File: src/rtl/tick_timer64_pkg.sv
package tick_timer64_pkg;

    localparam int TT_DATA_W  = 32;
    localparam int TT_ADDR_W  = 6;
    localparam int TT_NUM_CMP = 6;
    localparam int TT_DIV_W   = 16;

    // Byte offsets of the register map.
    typedef enum logic [TT_ADDR_W-1:0] {
        OFF_CNT_LO  = 6'h00,
        OFF_CNT_HI  = 6'h04,
        OFF_CMP0    = 6'h08,
        OFF_FLAGS   = 6'h20,
        OFF_IRQ_EN  = 6'h24,
        OFF_WD_EN   = 6'h28,
        OFF_DIV     = 6'h2C,
        OFF_SNAP    = 6'h30,
        OFF_SNAP_LO = 6'h34,
        OFF_SNAP_HI = 6'h38
    } tt_off_e;

    // Decoded write strobes for one bus cycle.
    typedef struct packed {
        logic cnt_lo;
        logic cnt_hi;
        logic flags;
        logic irq_en;
        logic wd_en;
        logic div;
        logic snap;
    } tt_wr_t;

    function automatic logic [TT_ADDR_W-1:0] cmp_offset(input int n);
        return TT_ADDR_W'(OFF_CMP0) + TT_ADDR_W'(4 * n);
    endfunction

endpackage

File: src/rtl/tt_prescaler.sv
module tt_prescaler #(
    parameter int DIV_W = 16
) (
    input  logic             clk,
    input  logic             rst,
    input  logic [DIV_W-1:0] div,
    output logic             tick
);
    localparam int PC_W = DIV_W + 1;

    logic [PC_W-1:0] phase_q;
    logic [PC_W-1:0] last_phase;

    // The last phase of a period is 2*div+1.
    assign last_phase = {div, 1'b1};
    assign tick       = (phase_q >= last_phase);

    always_ff @(posedge clk) begin
        if (rst) phase_q <= '0;
        else if (tick) phase_q <= '0;
        else phase_q <= phase_q + 1'b1;
    end

    // a period is never shorter than two clocks.
    a_r2_tick_gap: assert property (@(posedge clk) disable iff (rst)
        tick |=> !tick);

endmodule

File: src/rtl/tt_counter.sv
module tt_counter #(
    parameter int DATA_W = 32
) (
    input  logic                clk,
    input  logic                rst,
    input  logic                tick,
    input  logic                wr_lo,
    input  logic                wr_hi,
    input  logic                snap_req,
    input  logic [DATA_W-1:0]   wdata,
    output logic [2*DATA_W-1:0] count,
    output logic [2*DATA_W-1:0] snap
);
    localparam int CNT_W = 2 * DATA_W;

    always_ff @(posedge clk) begin
        if (rst) begin
            count <= '0;
        end else if (wr_lo || wr_hi) begin
            if (wr_lo) count[DATA_W-1:0] <= wdata;
            if (wr_hi) count[CNT_W-1:DATA_W] <= wdata;
        end else if (tick) begin
            count <= count + 1'b1;
        end
    end

    always_ff @(posedge clk) begin
        if (rst) snap <= '0;
        else if (snap_req) snap <= count;
    end

    a_r3_full_wrap: assert property (@(posedge clk) disable iff (rst)
        (tick && !wr_lo && !wr_hi && (&count)) |=> (count == '0));

    a_r4_write_wins: assert property (@(posedge clk) disable iff (rst)
        wr_lo |=> (count[DATA_W-1:0] == $past(wdata)));

    a_r5_snapshot: assert property (@(posedge clk) disable iff (rst)
        snap_req |=> (snap == $past(count)));

endmodule

File: src/rtl/tt_match_bank.sv
module tt_match_bank #(
    parameter int NUM_CMP = 6,
    parameter int DATA_W  = 32
) (
    input  logic                           clk,
    input  logic                           rst,
    input  logic [DATA_W-1:0]              cnt_lo,
    input  logic [NUM_CMP-1:0]             cmp_wr,
    input  logic                           flags_wr,
    input  logic [DATA_W-1:0]              wdata,
    output logic [NUM_CMP-1:0][DATA_W-1:0] cmp_q,
    output logic [NUM_CMP-1:0]             flags_q,
    output logic [NUM_CMP-1:0]             hit
);
    logic [NUM_CMP-1:0] equal;
    logic [NUM_CMP-1:0] equal_q;
    logic [NUM_CMP-1:0] clr_mask;

    assign clr_mask = flags_wr ? wdata[NUM_CMP-1:0] : '0;

    for (genvar n = 0; n < NUM_CMP; n++) begin : g_ch
        assign equal[n] = (cnt_lo == cmp_q[n]);
        assign hit[n]   = equal[n] && !equal_q[n];

        always_ff @(posedge clk) begin
            if (rst) cmp_q[n] <= '0;
            else if (cmp_wr[n]) cmp_q[n] <= wdata;
        end

        // set has priority over a same-cycle clear.
        a_r7_set_wins: assert property (@(posedge clk) disable iff (rst)
            hit[n] |=> flags_q[n]);
    end

    always_ff @(posedge clk) begin
        if (rst) begin
            equal_q <= '1;
            flags_q <= '0;
        end else begin
            equal_q <= equal;
            flags_q <= (flags_q & ~clr_mask) | hit;
        end
    end

endmodule

File: src/rtl/tick_timer64.sv
module tick_timer64
    import tick_timer64_pkg::*;
#(
    parameter int NUM_CMP = TT_NUM_CMP,
    parameter int DIV_W   = TT_DIV_W
) (
    input  logic                 clk,
    input  logic                 rst,
    input  logic                 bus_wr_en,
    input  logic [TT_ADDR_W-1:0] bus_addr,
    input  logic [TT_DATA_W-1:0] bus_wdata,
    output logic [TT_DATA_W-1:0] bus_rdata,
    output logic                 irq,
    output logic                 wdog_rst
);
    localparam int DW    = TT_DATA_W;
    localparam int WD_CH = NUM_CMP - 1;

    tt_wr_t                     wr;
    logic [NUM_CMP-1:0]         cmp_wr;
    logic [DIV_W-1:0]           div_q;
    logic [NUM_CMP-1:0]         irq_en_q;
    logic                       wd_en_q;
    logic                       tick;
    logic [2*DW-1:0]            count;
    logic [2*DW-1:0]            snap;
    logic [NUM_CMP-1:0][DW-1:0] cmp_q;
    logic [NUM_CMP-1:0]         flags_q;
    logic [NUM_CMP-1:0]         hit;

    always_comb begin
        wr        = '0;
        wr.cnt_lo = bus_wr_en && (bus_addr == OFF_CNT_LO);
        wr.cnt_hi = bus_wr_en && (bus_addr == OFF_CNT_HI);
        wr.flags  = bus_wr_en && (bus_addr == OFF_FLAGS);
        wr.irq_en = bus_wr_en && (bus_addr == OFF_IRQ_EN);
        wr.wd_en  = bus_wr_en && (bus_addr == OFF_WD_EN);
        wr.div    = bus_wr_en && (bus_addr == OFF_DIV);
        wr.snap   = bus_wr_en && (bus_addr == OFF_SNAP) && bus_wdata[0];
        for (int n = 0; n < NUM_CMP; n++)
            cmp_wr[n] = bus_wr_en && (bus_addr == cmp_offset(n));
    end

    always_ff @(posedge clk) begin
        if (rst) begin
            div_q    <= '0;
            irq_en_q <= '0;
            wd_en_q  <= 1'b0;
            wdog_rst <= 1'b0;
        end else begin
            if (wr.div)    div_q    <= bus_wdata[DIV_W-1:0];
            if (wr.irq_en) irq_en_q <= bus_wdata[NUM_CMP-1:0];
            if (wr.wd_en)  wd_en_q  <= bus_wdata[0];
            if (wd_en_q && hit[WD_CH]) wdog_rst <= 1'b1;
        end
    end

    tt_prescaler #(.DIV_W(DIV_W)) u_presc (
        .clk (clk),
        .rst (rst),
        .div (div_q),
        .tick(tick)
    );

    tt_counter #(.DATA_W(DW)) u_count (
        .clk     (clk),
        .rst     (rst),
        .tick    (tick),
        .wr_lo   (wr.cnt_lo),
        .wr_hi   (wr.cnt_hi),
        .snap_req(wr.snap),
        .wdata   (bus_wdata),
        .count   (count),
        .snap    (snap)
    );

    tt_match_bank #(.NUM_CMP(NUM_CMP), .DATA_W(DW)) u_match (
        .clk     (clk),
        .rst     (rst),
        .cnt_lo  (count[DW-1:0]),
        .cmp_wr  (cmp_wr),
        .flags_wr(wr.flags),
        .wdata   (bus_wdata),
        .cmp_q   (cmp_q),
        .flags_q (flags_q),
        .hit     (hit)
    );

    assign irq = |(flags_q & irq_en_q);

    always_comb begin
        bus_rdata = '0;
        case (bus_addr)
            OFF_CNT_LO:  bus_rdata = count[DW-1:0];
            OFF_CNT_HI:  bus_rdata = count[2*DW-1:DW];
            OFF_FLAGS:   bus_rdata = DW'(flags_q);
            OFF_IRQ_EN:  bus_rdata = DW'(irq_en_q);
            OFF_WD_EN:   bus_rdata = DW'(wd_en_q);
            OFF_DIV:     bus_rdata = DW'(div_q);
            OFF_SNAP_LO: bus_rdata = snap[DW-1:0];
            OFF_SNAP_HI: bus_rdata = snap[2*DW-1:DW];
            default: begin
                for (int n = 0; n < NUM_CMP; n++)
                    if (bus_addr == cmp_offset(n)) bus_rdata = cmp_q[n];
            end
        endcase
    end

    a_r1_quiet_after_reset: assert property (@(posedge clk) disable iff (rst)
        $past(rst) |-> (!irq && !wdog_rst));

    a_r8_irq_needs_flag: assert property (@(posedge clk) disable iff (rst)
        irq |-> (flags_q != '0));

    a_r9_sticky: assert property (@(posedge clk) disable iff (rst)
        wdog_rst |=> wdog_rst);

endmodule

File: config.mk
export PLATFORM = sky130hd
export DESIGN_NAME = tick_timer64
export DESIGN_NICKNAME = d
export VERILOG_FILES = /design/src/rtl/tick_timer64_pkg.sv /design/src/rtl/tt_prescaler.sv /design/src/rtl/tt_counter.sv /design/src/rtl/tt_match_bank.sv /design/src/rtl/tick_timer64.sv
export SDC_FILE = /design/constraint.sdc
export NUM_CORES = 1
export LEC_CHECK = 0
export CELL_PAD_IN_SITES_DETAIL_PLACEMENT = 2
export CELL_PAD_IN_SITES_GLOBAL_PLACEMENT = 2
export CORE_ASPECT_RATIO = 0.6
export CORE_UTILIZATION = 41
export DETAILED_ROUTE_END_ITERATION = 10
export DONT_BUFFER_PORTS = 1
export MAX_ROUTING_LAYER = met4
export PLACE_DENSITY = 0.95
export REMOVE_ABC_BUFFERS = 1
export SLEW_MARGIN = 20
export SYNTH_ARGS = -nofsm -noshare
export SYNTH_HDL_FRONTEND = slang
export SYNTH_SLANG_ARGS = --single-unit
File: constraint.sdc
create_clock -name clk -period 4.3 [get_ports clk]
set_input_delay 0.215 -clock clk [delete_from_list [all_inputs] [get_ports clk]]
set_output_delay 0.215 -clock clk [all_outputs]
set_load 0.05 [all_outputs]
======== Word level (Yosys, flattened, before mapping) ========
Index checks and enable logic that the tools add are counted.
word-level totals
  register bits after elaboration ......... 373
  bits of input ports ..................... 41
cells by class
  add/sub/neg operators ................... 2
  bitwise operators ....................... 4
  equal/unequal tests ..................... 22
  reductions and logical operators ........ 34
  magnitude comparators ................... 1
  mux-type cells .......................... 12
operator list
  cell                                                             count
  32-bit 2-to-1 mux                                                8
  32-bit one-hot mux with 8 select lines                           1
  32-bit == test                                                   6
  64-bit 2-to-1 mux                                                2
  64-bit by 1-bit adder with 64-bit output, second input constant  1
  6-bit == test, second input constant                             7
  6-bit by 5-bit == test with 1-bit output, second input constant  4
  1-bit logical AND                                                21
  17-bit by 1-bit adder with 17-bit output, second input constant  1
  17-bit >= comparator                                             1
  6-bit bitwise AND                                                2
  6-bit by 4-bit == test with 1-bit output, second input constant  2
  6-bit by 3-bit == test with 1-bit output, second input constant  1
  1-bit zero test                                                  6
  6-bit zero test                                                  1
  6-bit 2-to-1 mux                                                 1
  6-bit NOT                                                        1
  6-bit bitwise OR                                                 1
  6-bit OR reduction                                               1
  2-bit by 1-bit != test with 1-bit output, second input constant  2
  2-bit AND reduction                                              2
  2-bit nonzero test                                               1
  2-bit OR reduction                                               1
  1-bit logical OR                                                 1

======== Logic depth before layout (Yosys ltp) ========
Gate-level depths: netlist (run 1).
  depth in word-level cells ............... 8
  depth in mapped cells ................... 10
  depth with buffers taken out ............ 9

======== Cells and area by module ========
Synthesis (run 1) repeated with hierarchy kept, for this count alone.
unflattened totals
  cell total of the unflattened synthesis .. 2334
  area total of the unflattened synthesis .. 20532.2 um^2
by module, submodules not included
  module         instances  seq. area each (um^2)  cells an instance  area each (um^2)
  tt_match_bank  1          4083.9                 949                9459.1
  tt_counter     1          2562.5                 804                6557.5
  tick_timer64   1          480.5                  444                3390.8
  tt_prescaler   1          340.3                  137                1124.8

======== Worst setup path after synthesis (run 1) ========
No wires, ideal clock.
  path type ............................... input-to-output
  start ................................... input port bus_addr[5]
  end ..................................... output port bus_rdata[30]
  required time ........................... 4.085 ns
  path slack .............................. 1.460 ns
  path buffers ............................ 3
  data arrival time ....................... 2.625 ns
  stages .................................. 7
  cells stage by stage .................... or4_1 buf_2 nor3_1 buf_2 buf_2 a22oi_1 a31oi_1
on the way
  longest elaborated chain between the ends .. 8
  elaborated cells on any way between the ends .. 21
  classes of those cells .................. eq/ne (13); mux (7); reduce/logical (1)
RTL lines
  element                                     RTL line             source
  start, declared                             tick_timer64.sv:10   input logic [TT_ADDR_W-1:0] bus_addr,
  6-bit by 4-bit == test with 1-bit output    tick_timer64.sv:104  if (bus_addr == cmp_offset(n)) bus_rdata = cmp_q[n];
  32-bit 2-to-1 mux (6 in series)             tick_timer64.sv:104
  32-bit one-hot mux with 8 select lines (*)  tick_timer64.sv:93   case (bus_addr)
  end, declared                               tick_timer64.sv:12   output logic [TT_DATA_W-1:0] bus_rdata,
Mark *: on every way between the ends. The rest lies on a longest branch, timed or not.

======== Worst setup path in the final report (run 1) ========
  start ................................... register u_count.count[8]
  end ..................................... register u_count.count[40]
on the way
  longest elaborated chain between the ends .. 3
RTL lines
  element                                   RTL line          source
  start, declared                           tt_counter.sv:11  output logic [2*DATA_W-1:0] count,
  start signal, assigned by index           tt_counter.sv:20  if (wr_lo) count[DATA_W-1:0] <= wdata;
  start signal, assigned by index           tt_counter.sv:21  if (wr_hi) count[CNT_W-1:DATA_W] <= wdata;
  start signal, assigned                    tt_counter.sv:23  count <= count + 1'b1;
  64-bit by 1-bit adder with 64-bit output  tt_counter.sv:23
  64-bit 2-to-1 mux                         tt_counter.sv:22  end else if (tick) begin
  64-bit 2-to-1 mux                         tt_counter.sv:19  end else if (wr_lo || wr_hi) begin
No other way between the ends. The select of a mux whose other input is x is not followed.
A chain may end at the register's enable or synchronous reset.

==> out/metrics.cfg, run 1 <==
[synthesis]
yosysUniqueCellTypes=72
sequential_to_total_area_share_from_yosys_stat_pct=38.0
dominantRegCellSynth=dfxtp_1
area_share_of_the_largest_cell_type_after_synthesis_pct=38.0
syn_avg_cell_area_sq_um=7.50
synth.ff_latch_count=373
synth.largest_area_cell=dfxtp_1
yosysWarnings=0
synth.top_cells.by_area=dfxtp_1, nand2_1, xnor2_1
synth-edff-count=0
share_of_synthesized_flip_flops_with_an_asynchronous_set_or_reset_pct=0
synth_cells=2620
mappedNetlistArea_sq_um=19600

[detailed_routing]
drt-wirelength-per-cell_um=40.4
total_iterations_of_the_first_detailed_routing_run=7
drt-total-wl_um=135000
drt_iter0_markers=4081
drt.antenna.violating_nets=0
vias_per_cell=7.29
drc_errors=0
vias=24300

[worst_setup_path]
timing.critical_path.cells=nand3_1 -> or2_1 -> nor4_2 -> nor3b_2 -> nand2_1 -> o211ai_1 -> o21ai_0
worstSetupPathType=flip-flop to flip-flop
crit_path_max_incr_delay_ns=0.89
rr_endpoint=u_count.count[40]
r2r_setup_slack_ns=0.48
start_kind=flip-flop
critical-path-slowest-cell=dfxtp_1
crit_path_end_kind=flip-flop
worst-r2r-cell-count=7
cp.required_ns=4.70
critical_path.max_fanout=13
critical_path.reg2reg.startpoint=u_count.count[8]
buf_inv_stages_crit_path=0
critical_path_arrival_ns=4.22
critical_path_depth=7
critical_path.top_delay_family=simple AND/OR/NAND/NOR gates

[clock_tree]
cts-hold-fix-buffers=124
ctsHtreeMaxLevel=2
cts_made_buffers=41
cts_root_buf=clkbuf_16
worst_skew_pair.late_latency_ns=0.62
clock_pin_slew_of_the_registers_on_the_worst_case_setup_and_hold_paths_ns=0.08
cts.sink_count=373
cts_post_setup_buffers_inserted=0
tritoncts=done
post_cts.resized_instances=0
clk_path_buf_depth=3

[sta]
final-setup-viol-count=0
hold_viol=0
final-max-slew-violation-count=0
max-slew-margin-rel_pct=16.4
timing_worst_slew_pin_value_ns=1.25
hold-worst-slack_ns=0.0222
rsz0062_at_grt=no
setup-tns-final_ns=0
final.period_utilization_pct=88.9
skew_ns=0.0590
fmax_mhz=262
min_period_ns=3.82

[global_route]
grt_antenna_before_repair=15
grt_usage_pct=55.2
grt_first_pass_wirelength_um=188000
grt_start_max_net_pins=242
grt_remaining_overflow=0
first_global_vias=24800

[power_and_ir_drop]
clkPwrFrac_pct=43.3
power.share.sequential_pct=39.3
power.density_cell_area_nw_per_um2=397
p_comb_share_pct=17.3
cell_internal_pwr_w=0.00601
swShare_pct=34.4
leakage_power_nw=7.43
vdd.ir_drop.worst_uv=456
switchingPower_w=0.00314

[worst_hold_path]
worst_hold_path.endpoint=u_count.count[44]
worstHoldStart=bus_wdata[12]
min_path_type=input port to flip-flop
worstHoldPathCells=3

[layout]
layout_net_count=2718
fill_cells=5188
drive_above_1_share_pct=7.81
final_core_utilization_pct=49.3
layout_commonest_cell=nand2_1
stdcell_area_sq_um=23100
area_growth_pct=17.4
layout_common_cells=nand2_1, dfxtp_1, a21oi_1, xnor2_1, a22oi_1

[place]
io_buffer_count=0
dpl.hpwl_um=77800
place_area_sq_um=20400
globalplace.congestion=1.03

[die]
chipWidth_um=285
placement_rows=61
area_of_the_core_sq_um=46800
fp.dieArea_sq_um=48800
io_pins=75
floorplan.die.height_um=172
start_util_pct=42.0

[flow_run]
maxCapViolations=0

[status]
outcome=completed

cell type report:
class | count | area [sq um] | share of cell area [%]
Antenna cell | 19 | 47.5 | 0.206
Clock buffer | 58 | 1190 | 5.17
Clock inverter | 14 | 154 | 0.667
Inverter | 27 | 101 | 0.440
Multi-Input combinational cell | 1986 | 11200 | 48.7
Sequential cell | 373 | 7470 | 32.4
Tap cell | 630 | 788 | 3.42
Timing Repair Buffer | 230 | 2080 | 9.04
worst register-to-register path: stages, from the launching register on:
cell      delay, ns
dfxtp_1        0.89
nand3_1        0.40
or2_1          0.49
nor4_2         0.47
nor3b_2        0.65
nand2_1        0.23
o211ai_1       0.28
o21ai_0        0.21
per-stage QoR:
stage | power [W] | std cells | setup slack, ns
3_5_place_dp | 0.00493 | 3120 | 0.666
2_1_floorplan | 0.00424 | 2386 | 0.0765
6_report | 0.00915 | 3337 | 0.479
5_1_grt | 0.00914 | 3334 | 0.624
4_1_cts | 0.00879 | 3316 | 0.573
3_3_place_gp | 0.00486 | 3120 | 0.822
flip-flops by register name, indices dropped and copies added (netlist names):
register / flops
u_count.snap: 64
wdog_rst: 1
wd_en_q: 1
irq_en_q: 6
div_q: 16
u_match.equal_q: 6
u_count.count: 64
u_match.flags_q: 6
u_match.cmp_q: 192
u_presc.phase_q: 17
metal layers:
layer,track usage [%],wire [um],vias up
met5,-,0,-
met4,33.6,9500,0
met3,22.4,20300,694
met2,77.4,54300,2264
met1,66.0,50700,12100
li1,-,-,9227
synth_stat cells (all sizes together) (5+ instances only):
master and number:
a31oi 47, clkbuf 174, nor2b 5, nor4 28
a222oi 9, nor3 22, nand2 641, xnor2 199
dfxtp 373, a22o 6, mux2i 9, mux2 5
xor2 8, and2 11, a22oi 154, o31ai 7
a21oi 313, nand4 70, and3 21, nor2 124
and4 8, a211oi 8, nand2b 15, inv 27
buf 60, nand3 96, o21ai 50, or3 15
or2 5, ha 18, o211ai 37, a221oi 7
logic make-up (layout without fill, tap and decap cells):
logic type                 after synthesis  after routing  synth area share, %
other                                    0             19                    0
adders and majority gates               18             18                 1.15
buffers and inverters                  261            329                 5.28
xor gates and xnor gates               207            207                 9.23
AOI/OAI and AO/OA                      670            670                 21.1
DFF                                    373            373                 38.0
muxes                                   14             14                0.745
and+or+nand+nor                       1077           1077                 24.5
how the worst max path moves through the flow:
stage	start	to	slack [ns]
2_1_floorplan	bus_addr[3]	bus_rdata[7]	0.08
3_3_place_gp	u_count.count[3]	u_count.count[55]	0.82
3_5_place_dp	u_count.count[3]	u_count.count[47]	0.67
4_1_cts	u_count.count[2]	u_count.count[47]	0.57
5_1_grt	u_count.count[2]	u_count.count[63]	0.62
6_report	u_count.count[8]	u_count.count[40]	0.48
power groups by stage:
stage | logic [W] | registers [W] | clock network (W)
2_1_floorplan | 0.000585 | 0.00366 | 0
3_3_place_gp | 0.00121 | 0.00366 | 0
3_5_place_dp | 0.00126 | 0.00367 | 0
4_1_cts | 0.00142 | 0.00359 | 0.00378
5_1_grt | 0.00154 | 0.00360 | 0.00400
6_report | 0.00159 | 0.00360 | 0.00397
Note: power is estimated with default switching activity, not from simulation.
==> run 2: changes to the inputs <==
--- a/config.mk
+++ b/config.mk
@@ -8,11 +8,11 @@
 export CELL_PAD_IN_SITES_DETAIL_PLACEMENT = 2
 export CELL_PAD_IN_SITES_GLOBAL_PLACEMENT = 2
 export CORE_ASPECT_RATIO = 0.6
-export CORE_UTILIZATION = 41
+export CORE_UTILIZATION = 38
 export DETAILED_ROUTE_END_ITERATION = 10
 export DONT_BUFFER_PORTS = 1
 export MAX_ROUTING_LAYER = met4
-export PLACE_DENSITY = 0.95
+export PLACE_DENSITY = 0.91
 export REMOVE_ABC_BUFFERS = 1
 export SLEW_MARGIN = 20
 export SYNTH_ARGS = -nofsm -noshare
==> constraint.sdc (replaced) <==
create_clock -name clk -period 3.6 [get_ports clk]
set_input_delay 0.18 -clock clk [delete_from_list [all_inputs] [get_ports clk]]
set_output_delay 0.18 -clock clk [all_outputs]
set_load 0.05 [all_outputs]
==> out/metrics.cfg, run 2 (synthesis gave the netlist of run 1 again) <==
[worst_setup_path]
cpMostUsedCell=a21oi_1
rr_endpoint=u_count.count[15]
critical_path.max_fanout=8
worstSetupPathType=flip-flop to flip-flop
start_kind=flip-flop
critical-path-slowest-cell=a21oi_1
critical_path.reg2reg.startpoint=div_q[2]
timing.critical_path.cells=inv_1 -> ha_1 -> a21oi_1 -> o22ai_1 -> o21ai_0 -> nand3_1 -> buf_4 -> a21oi_1 -> or3_1 -> a31oi_1
setup.worst_path.start=div_q[2]
critical_path_arrival_ns=4.08
crit_path_max_incr_delay_ns=0.73
crit_path_end_kind=flip-flop
worst-r2r-cell-count=10
timing.critical_path.to=u_count.count[15]
r2r_setup_slack_ns=-0.09
cp.required_ns=3.99

[detailed_routing]
wl_met1_um=47600
drt_iter0_markers=3429
drt.antenna.violating_nets=0
total_iterations_of_the_first_detailed_routing_run=6
drc_errors=0
routed-wl-met3_um=16900
drt-total-wl_um=123000
vias=23700
dr_wl_met2_um=51500
vias_per_cell=6.83
highest-signal-layer=met4
drt-wirelength-per-cell_um=35.4

[sta]
final-setup-viol-count=5
hold-worst-slack_ns=0.0189
fmax_mhz=271
timing_worst_slew_pin_value_ns=1.16
skew_ns=0.0297
max-slew-margin-rel_pct=22.2
final.setup.worst_slack_ns=-0.0910
min_period_ns=3.69
final-max-slew-violation-count=0
final.period_utilization_pct=103
hold_viol=0

[clock_tree]
ctsHtreeMaxLevel=2
cts.sink_count=373
clock_pin_slew_of_the_registers_on_the_worst_case_setup_and_hold_paths_ns=0.07
cts_post_setup_buffers_inserted=0
tritoncts=done
clk_path_buf_depth=3
cts_made_buffers=40
cts_root_buf=clkbuf_16
worst_skew_pair.late_latency_ns=0.58

[global_route]
first_global_vias=24600
grt_start_max_net_pins=201
grt_usage_pct=46.9
grt_first_pass_wirelength_um=175000
grt_remaining_overflow=0
grt_antenna_before_repair=18

[layout]
drive_above_1_share_pct=8.63
largest_register_by_flop_count=u_match.cmp_q
area_growth_pct=21.4
largest_reg_flops=192
layout_commonest_cell=nand2_1
layout_net_count=2791
top_registers=u_match.cmp_q (192), u_count.count (64), u_count.snap (64)
stdcell_area_sq_um=23800
layout_common_cells=nand2_1, dfxtp_1, a21oi_1, xnor2_1, dlygate4sd3_1

[status]
violations=setup timing
outcome=complete, but fails checks

[power_and_ir_drop]
vdd.ir_drop.worst_uv=299
leakage_power_nw=7.90
p_total_w=0.0109
power.density_cell_area_nw_per_um2=458

[die]
start_util_pct=38.5
placement_rows=64
io_pins=75
chipWidth_um=296
area_of_the_core_sq_um=51000
fp.dieArea_sq_um=52600
floorplan.die.height_um=178

[flow_run]
maxCapViolations=0

[place]
io_buffer_count=0
dpl.hpwl_um=75800
globalplace.congestion=1.03
place_area_sq_um=20700

[worst_hold_path]
min_path_type=input port to flip-flop
worstHoldPathCells=3

## run 2: cell type report
| class | instances | area, sq um |
|---|---|---|
| Clock inverter | 15 | 231 |
| Sequential cell | 373 | 7470 |
| Multi-Input combinational cell | 1986 | 11200 |
| Fill cell | 5746 | 27200 |
| Timing Repair Buffer | 304 | 2770 |
| Clock buffer | 52 | 1140 |
| Tap cell | 693 | 867 |
| Antenna cell | 21 | 52.6 |
| Inverter | 27 | 101 |
## run 2: metal layers
layer,track usage [%],vias up
met5,-,-
met2,68.8,1876
met1,58.6,11900
met4,20.7,0
li1,-,9380
met3,15.4,531
## run 2: power breakdown
part	switching, W	internal (W)
Clock	0.00202	0.00265
Sequential	0.0000884	0.00420
Combinational	0.00149	0.000477
## run 2: stage by stage
step / setup TNS (ns) / instances / utilization, % / setup slack, ns
floorplan: -13.91 / 2386 / - / -0.553
global placement: 0 / 3213 / 40.6 / 0.728
detailed placement: 0 / 3213 / 40.6 / 0.471
CTS: 0 / 3450 / 46.6 / 0.216
global route: -0.0156 / 3471 / 46.7 / -0.0136
finish: -0.262 / 3471 / 46.7 / -0.0910
## run 2: critical path: cells and delay by family (launching register included)
| family | cells | cell delay [ns] |
|---|---|---|
| buf+inv | 2 | 0.49 |
| compound gates | 5 | 1.46 |
| simple gates | 2 | 0.79 |
| fa+ha+maj | 1 | 0.35 |
| flops | 1 | 0.38 |
## run 2: how the worst min path moves through the flow
stage	end	slack (ns)	from
2_1_floorplan	div_q[0]	0.25	rst
3_3_place_gp	div_q[5]	0.28	rst
3_5_place_dp	div_q[5]	0.27	rst
4_1_cts	u_count.count[2]	0.007	bus_wdata[2]
5_1_grt	u_count.count[2]	0.05	bus_wdata[2]
6_report	u_count.count[26]	0.02	bus_wdata[26]
## run 2: repair_timing
item / CTS / global route
endpoints found under the hold margin: 354 / 0
gates resized for setup: 0 / 2
hold buffers: 170 / 0
setup endpoints to repair: 0 / 3
